File: src/rtl/irq_pkg.sv
package irq_pkg;
  localparam int LVL_W     = 5;
  localparam int LVL_OFF   = 31;
  localparam int LVL_FLOOR = 16;
  localparam int LVL_NMI   = 15;

  typedef struct packed {
    logic [LVL_W-1:0] ilm;
    logic             ien;
    logic             ssel;
    logic             in_undef;
  } save_t;
endpackage

File: src/rtl/irq_level_bank.sv
module irq_level_bank
  import irq_pkg::*;
#(
  parameter int NUM_SRC = 8,
  parameter int ADDR_W  = 3
) (
  input  logic                            clk,
  input  logic                            rst_n,
  input  logic                            wr_en,
  input  logic [ADDR_W-1:0]               wr_addr,
  input  logic [LVL_W-1:0]                wr_data,
  output logic [NUM_SRC-1:0][LVL_W-1:0]   src_lvl
);
  localparam int NUM_PAIR = NUM_SRC / 2;

  logic [LVL_W-1:0] wr_clamped;
  assign wr_clamped = (wr_data < LVL_W'(LVL_FLOOR)) ? LVL_W'(LVL_FLOOR) : wr_data;

  for (genvar k = 0; k < NUM_PAIR; k++) begin : g_pair
    logic [LVL_W-1:0] lvl_q, lvl_d;
    logic             lvl_we;

    assign lvl_we = wr_en && (wr_addr == ADDR_W'(k));

    always_comb begin
      lvl_d = lvl_q;
      if (lvl_we) lvl_d = wr_clamped;
    end

    always_ff @(posedge clk or negedge rst_n) begin
      if (!rst_n) lvl_q <= LVL_W'(LVL_OFF);
      else        lvl_q <= lvl_d;
    end

    assign src_lvl[2*k]   = lvl_q;
    assign src_lvl[2*k+1] = lvl_q;

    // a stored level never drops below the software floor
    assert_lvl_floor_R2: assert property (@(posedge clk) disable iff (!rst_n)
      lvl_q >= LVL_W'(LVL_FLOOR));
  end
endmodule

File: src/rtl/irq_arbiter.sv
module irq_arbiter
  import irq_pkg::*;
#(
  parameter int NUM_SRC = 8,
  localparam int IDX_W  = $clog2(NUM_SRC)
) (
  input  logic [NUM_SRC-1:0]              req,
  input  logic [NUM_SRC-1:0]              en,
  input  logic [NUM_SRC-1:0][LVL_W-1:0]   src_lvl,
  input  logic [LVL_W-1:0]                ilm,
  input  logic                            ien,
  output logic                            found,
  output logic [IDX_W-1:0]                win_idx,
  output logic [LVL_W-1:0]                win_lvl
);
  logic [NUM_SRC-1:0] qual;

  for (genvar i = 0; i < NUM_SRC; i++) begin : g_qual
    assign qual[i] = req[i] && en[i] && ien &&
                     (src_lvl[i] != LVL_W'(LVL_OFF)) && (src_lvl[i] <= ilm);
  end

  always_comb begin
    found   = 1'b0;
    win_idx = '0;
    win_lvl = LVL_W'(LVL_OFF);
    for (int i = 0; i < NUM_SRC; i++) begin
      if (qual[i] && (!found || (src_lvl[i] < win_lvl))) begin
        found   = 1'b1;
        win_idx = IDX_W'(i);
        win_lvl = src_lvl[i];
      end
    end
  end
endmodule

File: src/rtl/irq_save_stack.sv
module irq_save_stack
  import irq_pkg::*;
#(
  parameter int DEPTH = 4
) (
  input  logic  clk,
  input  logic  rst_n,
  input  logic  push,
  input  logic  pop,
  input  save_t push_ent,
  output save_t top_ent,
  output logic  full,
  output logic  empty
);
  localparam int CNT_W = $clog2(DEPTH + 1);
  localparam int IDX_W = (DEPTH > 1) ? $clog2(DEPTH) : 1;

  save_t            mem [DEPTH];
  logic [CNT_W-1:0] cnt_q, cnt_d;
  logic [CNT_W-1:0] top_pos;
  logic             do_push, do_pop;

  assign full    = (cnt_q == CNT_W'(DEPTH));
  assign empty   = (cnt_q == '0);
  assign top_pos = cnt_q - 1'b1;
  assign top_ent = mem[top_pos[IDX_W-1:0]];
  assign do_push = push && !full;
  assign do_pop  = pop && !empty;

  always_comb begin
    cnt_d = cnt_q;
    if (do_push)     cnt_d = cnt_q + 1'b1;
    else if (do_pop) cnt_d = cnt_q - 1'b1;
  end

  always_ff @(posedge clk or negedge rst_n) begin
    if (!rst_n) cnt_q <= '0;
    else        cnt_q <= cnt_d;
  end

  always_ff @(posedge clk) begin
    if (do_push) mem[cnt_q[IDX_W-1:0]] <= push_ent;
  end

  // occupancy never exceeds the depth
  assert_cnt_bound_R11: assert property (@(posedge clk) disable iff (!rst_n)
    cnt_q <= CNT_W'(DEPTH));
  // entry and return are never requested together
  assert_push_pop_excl_R10: assert property (@(posedge clk) disable iff (!rst_n)
    !(push && pop));
endmodule

File: src/rtl/irq_entry_ctrl.sv
module irq_entry_ctrl
  import irq_pkg::*;
#(
  parameter int NUM_SRC         = 8,
  parameter int STACK_DEPTH     = 4,
  parameter int VEC_W           = 8,
  parameter int PERIPH_VEC_BASE = 16,
  parameter int UNDEF_VEC       = 14,
  parameter int NMI_VEC         = 15,
  parameter int ADDR_W          = 3
) (
  input  logic               clk,
  input  logic               rst_n,
  input  logic [NUM_SRC-1:0] src_req,
  input  logic [NUM_SRC-1:0] src_en,
  input  logic               nmi_in,
  input  logic               undef_stb,
  input  logic               wr_en,
  input  logic [ADDR_W-1:0]  wr_addr,
  input  logic [LVL_W-1:0]   wr_data,
  input  logic               reti_stb,
  output logic               take_stb,
  output logic [VEC_W-1:0]   take_vec,
  output logic [LVL_W-1:0]   ilm_o,
  output logic               ien_o,
  output logic               ssel_o,
  output logic               stk_err
);
  localparam int NUM_PAIR   = NUM_SRC / 2;
  localparam int IDX_W      = $clog2(NUM_SRC);
  localparam int ADDR_ILM   = NUM_PAIR;
  localparam int ADDR_FLAGS = NUM_PAIR + 1;

  // reset: asserted asynchronously, released on the clock
  logic [1:0] rst_sync_q;
  logic       rst_n_s;
  always_ff @(posedge clk or negedge rst_n) begin
    if (!rst_n) rst_sync_q <= 2'b00;
    else        rst_sync_q <= {rst_sync_q[0], 1'b1};
  end
  assign rst_n_s = rst_sync_q[1];

  logic [NUM_SRC-1:0][LVL_W-1:0] src_lvl;
  logic                          win_found;
  logic [IDX_W-1:0]              win_idx;
  logic [LVL_W-1:0]              win_lvl;
  save_t                         push_ent, top_ent;
  logic                          push, pop, stk_full, stk_empty;

  logic [LVL_W-1:0] ilm_q, ilm_d;
  logic             ien_q, ien_d, ssel_q, ssel_d, undef_q, undef_d;
  logic             nmi_prev_q, nmi_pend_q, nmi_pend_d;
  logic             take_q, take_d, err_q, err_d;
  logic [VEC_W-1:0] vec_q, vec_d;

  irq_level_bank #(.NUM_SRC(NUM_SRC), .ADDR_W(ADDR_W)) u_bank (
    .clk(clk), .rst_n(rst_n_s), .wr_en(wr_en), .wr_addr(wr_addr),
    .wr_data(wr_data), .src_lvl(src_lvl)
  );

  irq_arbiter #(.NUM_SRC(NUM_SRC)) u_arb (
    .req(src_req), .en(src_en), .src_lvl(src_lvl), .ilm(ilm_q), .ien(ien_q),
    .found(win_found), .win_idx(win_idx), .win_lvl(win_lvl)
  );

  irq_save_stack #(.DEPTH(STACK_DEPTH)) u_stack (
    .clk(clk), .rst_n(rst_n_s), .push(push), .pop(pop), .push_ent(push_ent),
    .top_ent(top_ent), .full(stk_full), .empty(stk_empty)
  );

  assign push_ent = '{ilm: ilm_q, ien: ien_q, ssel: ssel_q, in_undef: undef_q};

  always_comb begin
    ilm_d      = ilm_q;
    ien_d      = ien_q;
    ssel_d     = ssel_q;
    undef_d    = undef_q;
    err_d      = err_q;
    nmi_pend_d = nmi_pend_q | (nmi_in & ~nmi_prev_q);
    take_d     = 1'b0;
    vec_d      = '0;
    push       = 1'b0;
    pop        = 1'b0;
    if (reti_stb) begin
      pop = 1'b1;
      if (!stk_empty) begin
        ilm_d   = top_ent.ilm;
        ien_d   = top_ent.ien;
        ssel_d  = top_ent.ssel;
        undef_d = top_ent.in_undef;
      end
    end else if (undef_stb) begin
      take_d  = 1'b1;
      vec_d   = VEC_W'(UNDEF_VEC);
      push    = 1'b1;
      ien_d   = 1'b0;
      ssel_d  = 1'b0;
      undef_d = 1'b1;
    end else if (nmi_pend_d && !undef_q) begin
      take_d     = 1'b1;
      vec_d      = VEC_W'(NMI_VEC);
      push       = 1'b1;
      ilm_d      = LVL_W'(LVL_NMI);
      ssel_d     = 1'b0;
      nmi_pend_d = 1'b0;
    end else if (win_found) begin
      take_d = 1'b1;
      vec_d  = VEC_W'(PERIPH_VEC_BASE) + VEC_W'(win_idx);
      push   = 1'b1;
      ilm_d  = win_lvl;
      ssel_d = 1'b0;
    end else if (wr_en) begin
      if (wr_addr == ADDR_W'(ADDR_ILM)) begin
        ilm_d = (wr_data < LVL_W'(LVL_FLOOR)) ? LVL_W'(LVL_FLOOR) : wr_data;
      end else if (wr_addr == ADDR_W'(ADDR_FLAGS)) begin
        ien_d  = wr_data[0];
        ssel_d = wr_data[1];
      end
    end
    if (push && stk_full) err_d = 1'b1;
  end

  always_ff @(posedge clk or negedge rst_n_s) begin
    if (!rst_n_s) begin
      ilm_q      <= LVL_W'(LVL_OFF);
      ien_q      <= 1'b0;
      ssel_q     <= 1'b1;
      undef_q    <= 1'b0;
      nmi_prev_q <= 1'b0;
      nmi_pend_q <= 1'b0;
      take_q     <= 1'b0;
      vec_q      <= '0;
      err_q      <= 1'b0;
    end else begin
      ilm_q      <= ilm_d;
      ien_q      <= ien_d;
      ssel_q     <= ssel_d;
      undef_q    <= undef_d;
      nmi_prev_q <= nmi_in;
      nmi_pend_q <= nmi_pend_d;
      take_q     <= take_d;
      vec_q      <= vec_d;
      err_q      <= err_d;
    end
  end

  assign take_stb = take_q;
  assign take_vec = vec_q;
  assign ilm_o    = ilm_q;
  assign ien_o    = ien_q;
  assign ssel_o   = ssel_q;
  assign stk_err  = err_q;

  // an undefined-opcode strobe is accepted next cycle with its vector, enable cleared
  assert_undef_take_R8: assert property (@(posedge clk) disable iff (!rst_n_s)
    (undef_stb && !reti_stb) |=> (take_stb && take_vec == VEC_W'(UNDEF_VEC) && !ien_o));
  // NMI is never accepted while the undefined-opcode handler runs
  assert_nmi_blocked_R8: assert property (@(posedge clk) disable iff (!rst_n_s)
    undef_q |=> !(take_stb && take_vec == VEC_W'(NMI_VEC)));
  // NMI acceptance carries mask 15
  assert_nmi_level_R7: assert property (@(posedge clk) disable iff (!rst_n_s)
    (take_stb && take_vec == VEC_W'(NMI_VEC)) |-> (ilm_o == LVL_W'(LVL_NMI)));
  // every acceptance leaves the system stack selected
  assert_entry_sys_stack_R9: assert property (@(posedge clk) disable iff (!rst_n_s)
    take_stb |-> !ssel_o);
  // the mask never falls below the NMI level
  assert_ilm_floor_R6: assert property (@(posedge clk) disable iff (!rst_n_s)
    ilm_q >= LVL_W'(LVL_NMI));
  // nothing is accepted in a return cycle
  assert_no_take_on_ret_R12: assert property (@(posedge clk) disable iff (!rst_n_s)
    reti_stb |=> !take_stb);
  // the overflow flag is sticky
  assert_err_sticky_R11: assert property (@(posedge clk) disable iff (!rst_n_s)
    stk_err |=> stk_err);
endmodule

File: config.mk
export PLATFORM = sky130hd
export DESIGN_NAME = irq_entry_ctrl
export DESIGN_NICKNAME = d
export VERILOG_FILES = /design/src/rtl/irq_pkg.sv /design/src/rtl/irq_level_bank.sv /design/src/rtl/irq_arbiter.sv /design/src/rtl/irq_save_stack.sv /design/src/rtl/irq_entry_ctrl.sv
export SDC_FILE = /design/constraint.sdc
export NUM_CORES = 1
export LEC_CHECK = 0
export BUFFER_PORTS_ARGS = -buffer_cell sky130_fd_sc_hd__clkbuf_2
export CORE_AREA = 2 2 110 112
export CTS_CLUSTER_SIZE = 20
export DETAILED_ROUTE_END_ITERATION = 7
export DIE_AREA = 0 0 112 114
export GPL_TIMING_DRIVEN = 0
export HOLD_SLACK_MARGIN = 0.08
export PLACE_DENSITY_LB_ADDON = 0.05
export SLEW_MARGIN = 40
export SYNTH_ARGS = -nofsm -noshare
export SYNTH_HDL_FRONTEND = slang
export SYNTH_SLANG_ARGS = --single-unit
File: constraint.sdc
create_clock -name clk -period 1.35 [get_ports clk]
set_input_delay 0.0675 -clock clk [delete_from_list [all_inputs] [get_ports clk]]
set_output_delay 0.0675 -clock clk [all_outputs]
set_load 0.02 [all_outputs]
==> impl_metrics.py <==
metrics = {
    "detailed_routing": {
        "dr.pass1.iters": 4,
        "antenna_left": 0,
        "num_vias": 3888,
        "dr_wl_met2_mm": 6.19,
        "drt-initial-drc-count": 172,
        "wl_per_cell_um": 18.6,
        "drc": 0,
        "routed_via_density": 5.45,
        "wirelength_mm": 13.3,
        "dr.max_layer_used": "met4",
        "met3_length_um": 326,
        "met1_length_mm": 6.64,
    },
    "final_layout": {
        "multiInputGateArea_mm2": 0.00302,
        "diodes": 0,
        "areaGrowthSynthToFinish_pct": 42.6,
        "drive_gt1_frac": 0.441,
        "nets": 631,
        "regArea_mm2": 0.00194,
        "nFillCells": 1046,
        "final_util": 0.552,
        "fin_cells": 714,
        "fin_area_mm2": 0.00646,
    },
    "worst_setup_path": {
        "r2r_cells": 51,
        "r2r-start": "ilm_o[2]",
        "r2r_slack_ns": -8.65,
        "required_ns": 1.61,
        "critPathCaptureType": "flip-flop",
        "critPathMaxFanout": 8,
        "critPathArrivalTime_ns": 10.25,
        "start_kind": "flip-flop",
        "crit_type": "flip-flop to flip-flop",
        "rr_endpoint": "ilm_o[1]",
        "slowest_stage": "dfstp_2",
        "cpPeakStageDelay_ns": 0.56,
    },
    "sta": {
        "slew_viol_final": 0,
        "relSlewSlack": 0.515,
        "clock_skew_ns": 0.00637,
        "worst-slew-pin-transition_ns": 0.722,
        "fin_crit_sh": 7.41,
        "hold_viol_final": 0,
        "min_period_ns": 10.0,
        "fmaxAchievable_ghz": 0.100,
        "setup_viol": 49,
        "rsz0062_at_grt": "yes",
        "layout_setup_ws_ns": -8.65,
    },
    "global_routing": {
        "antenna_found_initial": 0,
        "grt_max_degree": 23,
        "grt_overflow": 0,
        "grt_pass1_vias": 3865,
        "grt_pass1_wl_mm": 20.9,
        "grt.total_usage": 0.213,
    },
    "floorplan": {
        "die_h_um": 114,
        "core_mm2": 0.0117,
        "die_x_um": 112,
        "rows": 40,
        "die_area_mm2": 0.0128,
        "io_pins": 47,
        "start_util": 0.387,
    },
    "clocking": {
        "path_clk_slew_ns": 0.05,
        "cts_buffers": 9,
        "cts.sinks": 70,
        "cts_buffer_depth": 2,
        "clock_tree.root_cell": "clkbuf_16",
        "htree_num_levels": 3,
        "clkLatencyLatePin_ns": 0.33,
        "cts_tree": "done",
    },
    "place": {
        "place.gp.congestion": 0.861,
        "dpl.cell_count": 626,
        "port_buffers": 41,
        "post-dp-hpwl_mm": 9.25,
        "postPlaceCellArea_mm2": 0.00519,
    },
    "yosys": {
        "synth_cells": 435,
        "synth_top_area_cell": "edfxtp_1",
        "synth_cell_types": 63,
        "synth_area_mm2": 0.00453,
        "yosys-top-cells-area": "edfxtp_1, dfstp_2, ha_1",
        "synth_top_family_by_area": "compound AO/OA/AOI/OAI gates",
        "synth-seq-cells": 70,
        "syn_area_per_cell_um2": 10.4,
        "yosys.area_share.adder": 0.108,
        "synth_enable_flop_cells": 32,
        "synth_ff_type": "edfxtp_1",
        "yosys_warnings": 0,
        "async_flop_share": 0.543,
        "synth_compound_gate_area_share": 0.194,
        "yosys.area_share.xor_xnor": 0.00387,
        "synth_top_area_frac": 0.212,
        "yosys.area_share.simple": 0.157,
        "seq_area_frac_synth": 0.428,
        "synthMuxAreaShare": 0.0748,
    },
    "hold_path": {
        "hp-start": "undef_stb",
        "hold_path.class": "input pin to flip-flop",
        "whs_path_depth": 3,
        "whs_endpoint": "take_vec[3]",
    },
    "power_and_ir_drop": {
        "leakage_nw": 2.72,
        "power_density_mw_per_mm2": 2100,
        "peakVddDrop_v": 0.00114,
        "total_power_mw": 13.5,
    },
    "status": {
        "violations": "setup timing",
        "status": "finished, violations left",
    },
    "flow_run": {
        "maxCapViolations": 0,
    },
}
==> state kept, by name (all words and copies together) (netlist names) <==
signal,cells
u_bank.g_pair.lvl_q,16
nmi_prev_q,1
ilm_o,5
ien_o,1
rst_sync_q,2
take_vec,5
u_stack.cnt_q,3
take_stb,1
nmi_pend_q,1
ssel_o,1
stk_err,1
u_stack.mem,32
undef_q,1
==> worst max-delay path by stage <==
stage	start	endpoint	slack [ns]	cells after the start
final	ilm_o[2]	ilm_o[1]	-8.65	51
after global routing	ilm_o[2]	ilm_o[1]	-9.20	51
after detailed placement	ilm_o[1]	take_vec[2]	-9.13	53
after global placement	ilm_o[1]	take_vec[2]	-9.07	53
after floorplan	ilm_o[2]	ilm_o[1]	-7.99	51
after CTS	ilm_o[2]	ilm_o[3]	-8.42	51
==> Yosys cell counts, types with 7 or more instances <==
master and n:
mux4_2 8, mux2_2 7, o21ai_0 24, nor2_1 31, a21o_1 9, ha_1 39, a21oi_1 28, clkbuf_1 8
nand2_1 43, and2_1 9, mux2i_1 8, nand3_1 11, edfxtp_1 32, inv_1 20, dfstp_2 22, dfrtp_1 16
==> layout by cell type, fill, tap and decap left out, types with 15 or more instances in the layout <==
cell type / n
nor2_1: 25
clkbuf_2: 40
buf_4: 58
inv_1: 15
edfxtp_1: 32
o21ai_0: 19
dfstp_2: 22
nand2_1: 41
ha_1: 28
dfrtp_1: 15
==> critical path: cells and delay by family, from the launching register on <==
| kind | cells | cell delay, ns |
|---|---|---|
| simple gates | 11 | 1.42 |
| compound gates | 25 | 4.96 |
| fa+ha+maj | 7 | 1.95 |
| mux | 3 | 0.49 |
| buf+inv | 5 | 0.57 |
| flops | 1 | 0.56 |
==> report_power, final <==
part / switching (mW) / internal (mW)
combinational: 3.98 / 3.84
sequential: 0.608 / 3.03
clock: 0.851 / 1.23
==> through the flow <==
stage | TNS, ns | worst slack (ns) | hold slack, ns
6_report | -142.86 | -8.65 | 0.0696
5_1_grt | -150.85 | -9.20 | 0.123
4_1_cts | -138.79 | -8.42 | 0.0552
3_5_place_dp | -166.80 | -9.13 | -0.146
3_3_place_gp | -168.94 | -9.07 | -0.148
2_1_floorplan | -127.50 | -7.99 | -0.228
==> routing by layer <==
| layer | global-route usage | vias to the layer above |
|---|---|---|
| met1 | 0.309 | 1909 |
| met5 | 0 | - |
| met2 | 0.333 | 68 |
| met4 | 0.0577 | 0 |
| li1 | - | 1896 |
| met3 | 0.0367 | 15 |
==> cell families after synthesis <==
| logic type | count (synthesis) |
|---|---|
| other cells | 2 |
| mux | 23 |
| fa+ha+maj | 39 |
| buf+inv | 33 |
| xor+xnor | 2 |
| flops | 70 |
| simple gates | 141 |
| compound gates | 125 |
==> timing repair <==
| action | 4_1_cts | 5_1_grt |
|---|---|---|
| setup buffers | 41 | 24 |
| hold endpoints to repair | 13 | 0 |
| gates resized for setup | 42 | 37 |
| pin swaps | 21 | 36 |
| hold buffers | 7 | 0 |
| setup endpoints to repair | 49 | 51 |
| gates cloned | 1 | 0 |
==> area by class of cell <==
| class | count | area share |
|---|---|---|
| Buffer | 12 | 0.0176 |
| Multi-Input combinational cell | 335 | 0.467 |
| Inverter | 20 | 0.0139 |
| Timing Repair Buffer | 114 | 0.131 |
| Sequential cell | 70 | 0.300 |
| Clock inverter | 6 | 0.00600 |
| Clock buffer | 10 | 0.0354 |
| Tap cell | 147 | 0.0285 |
Power figures use the tool's default switching activity.
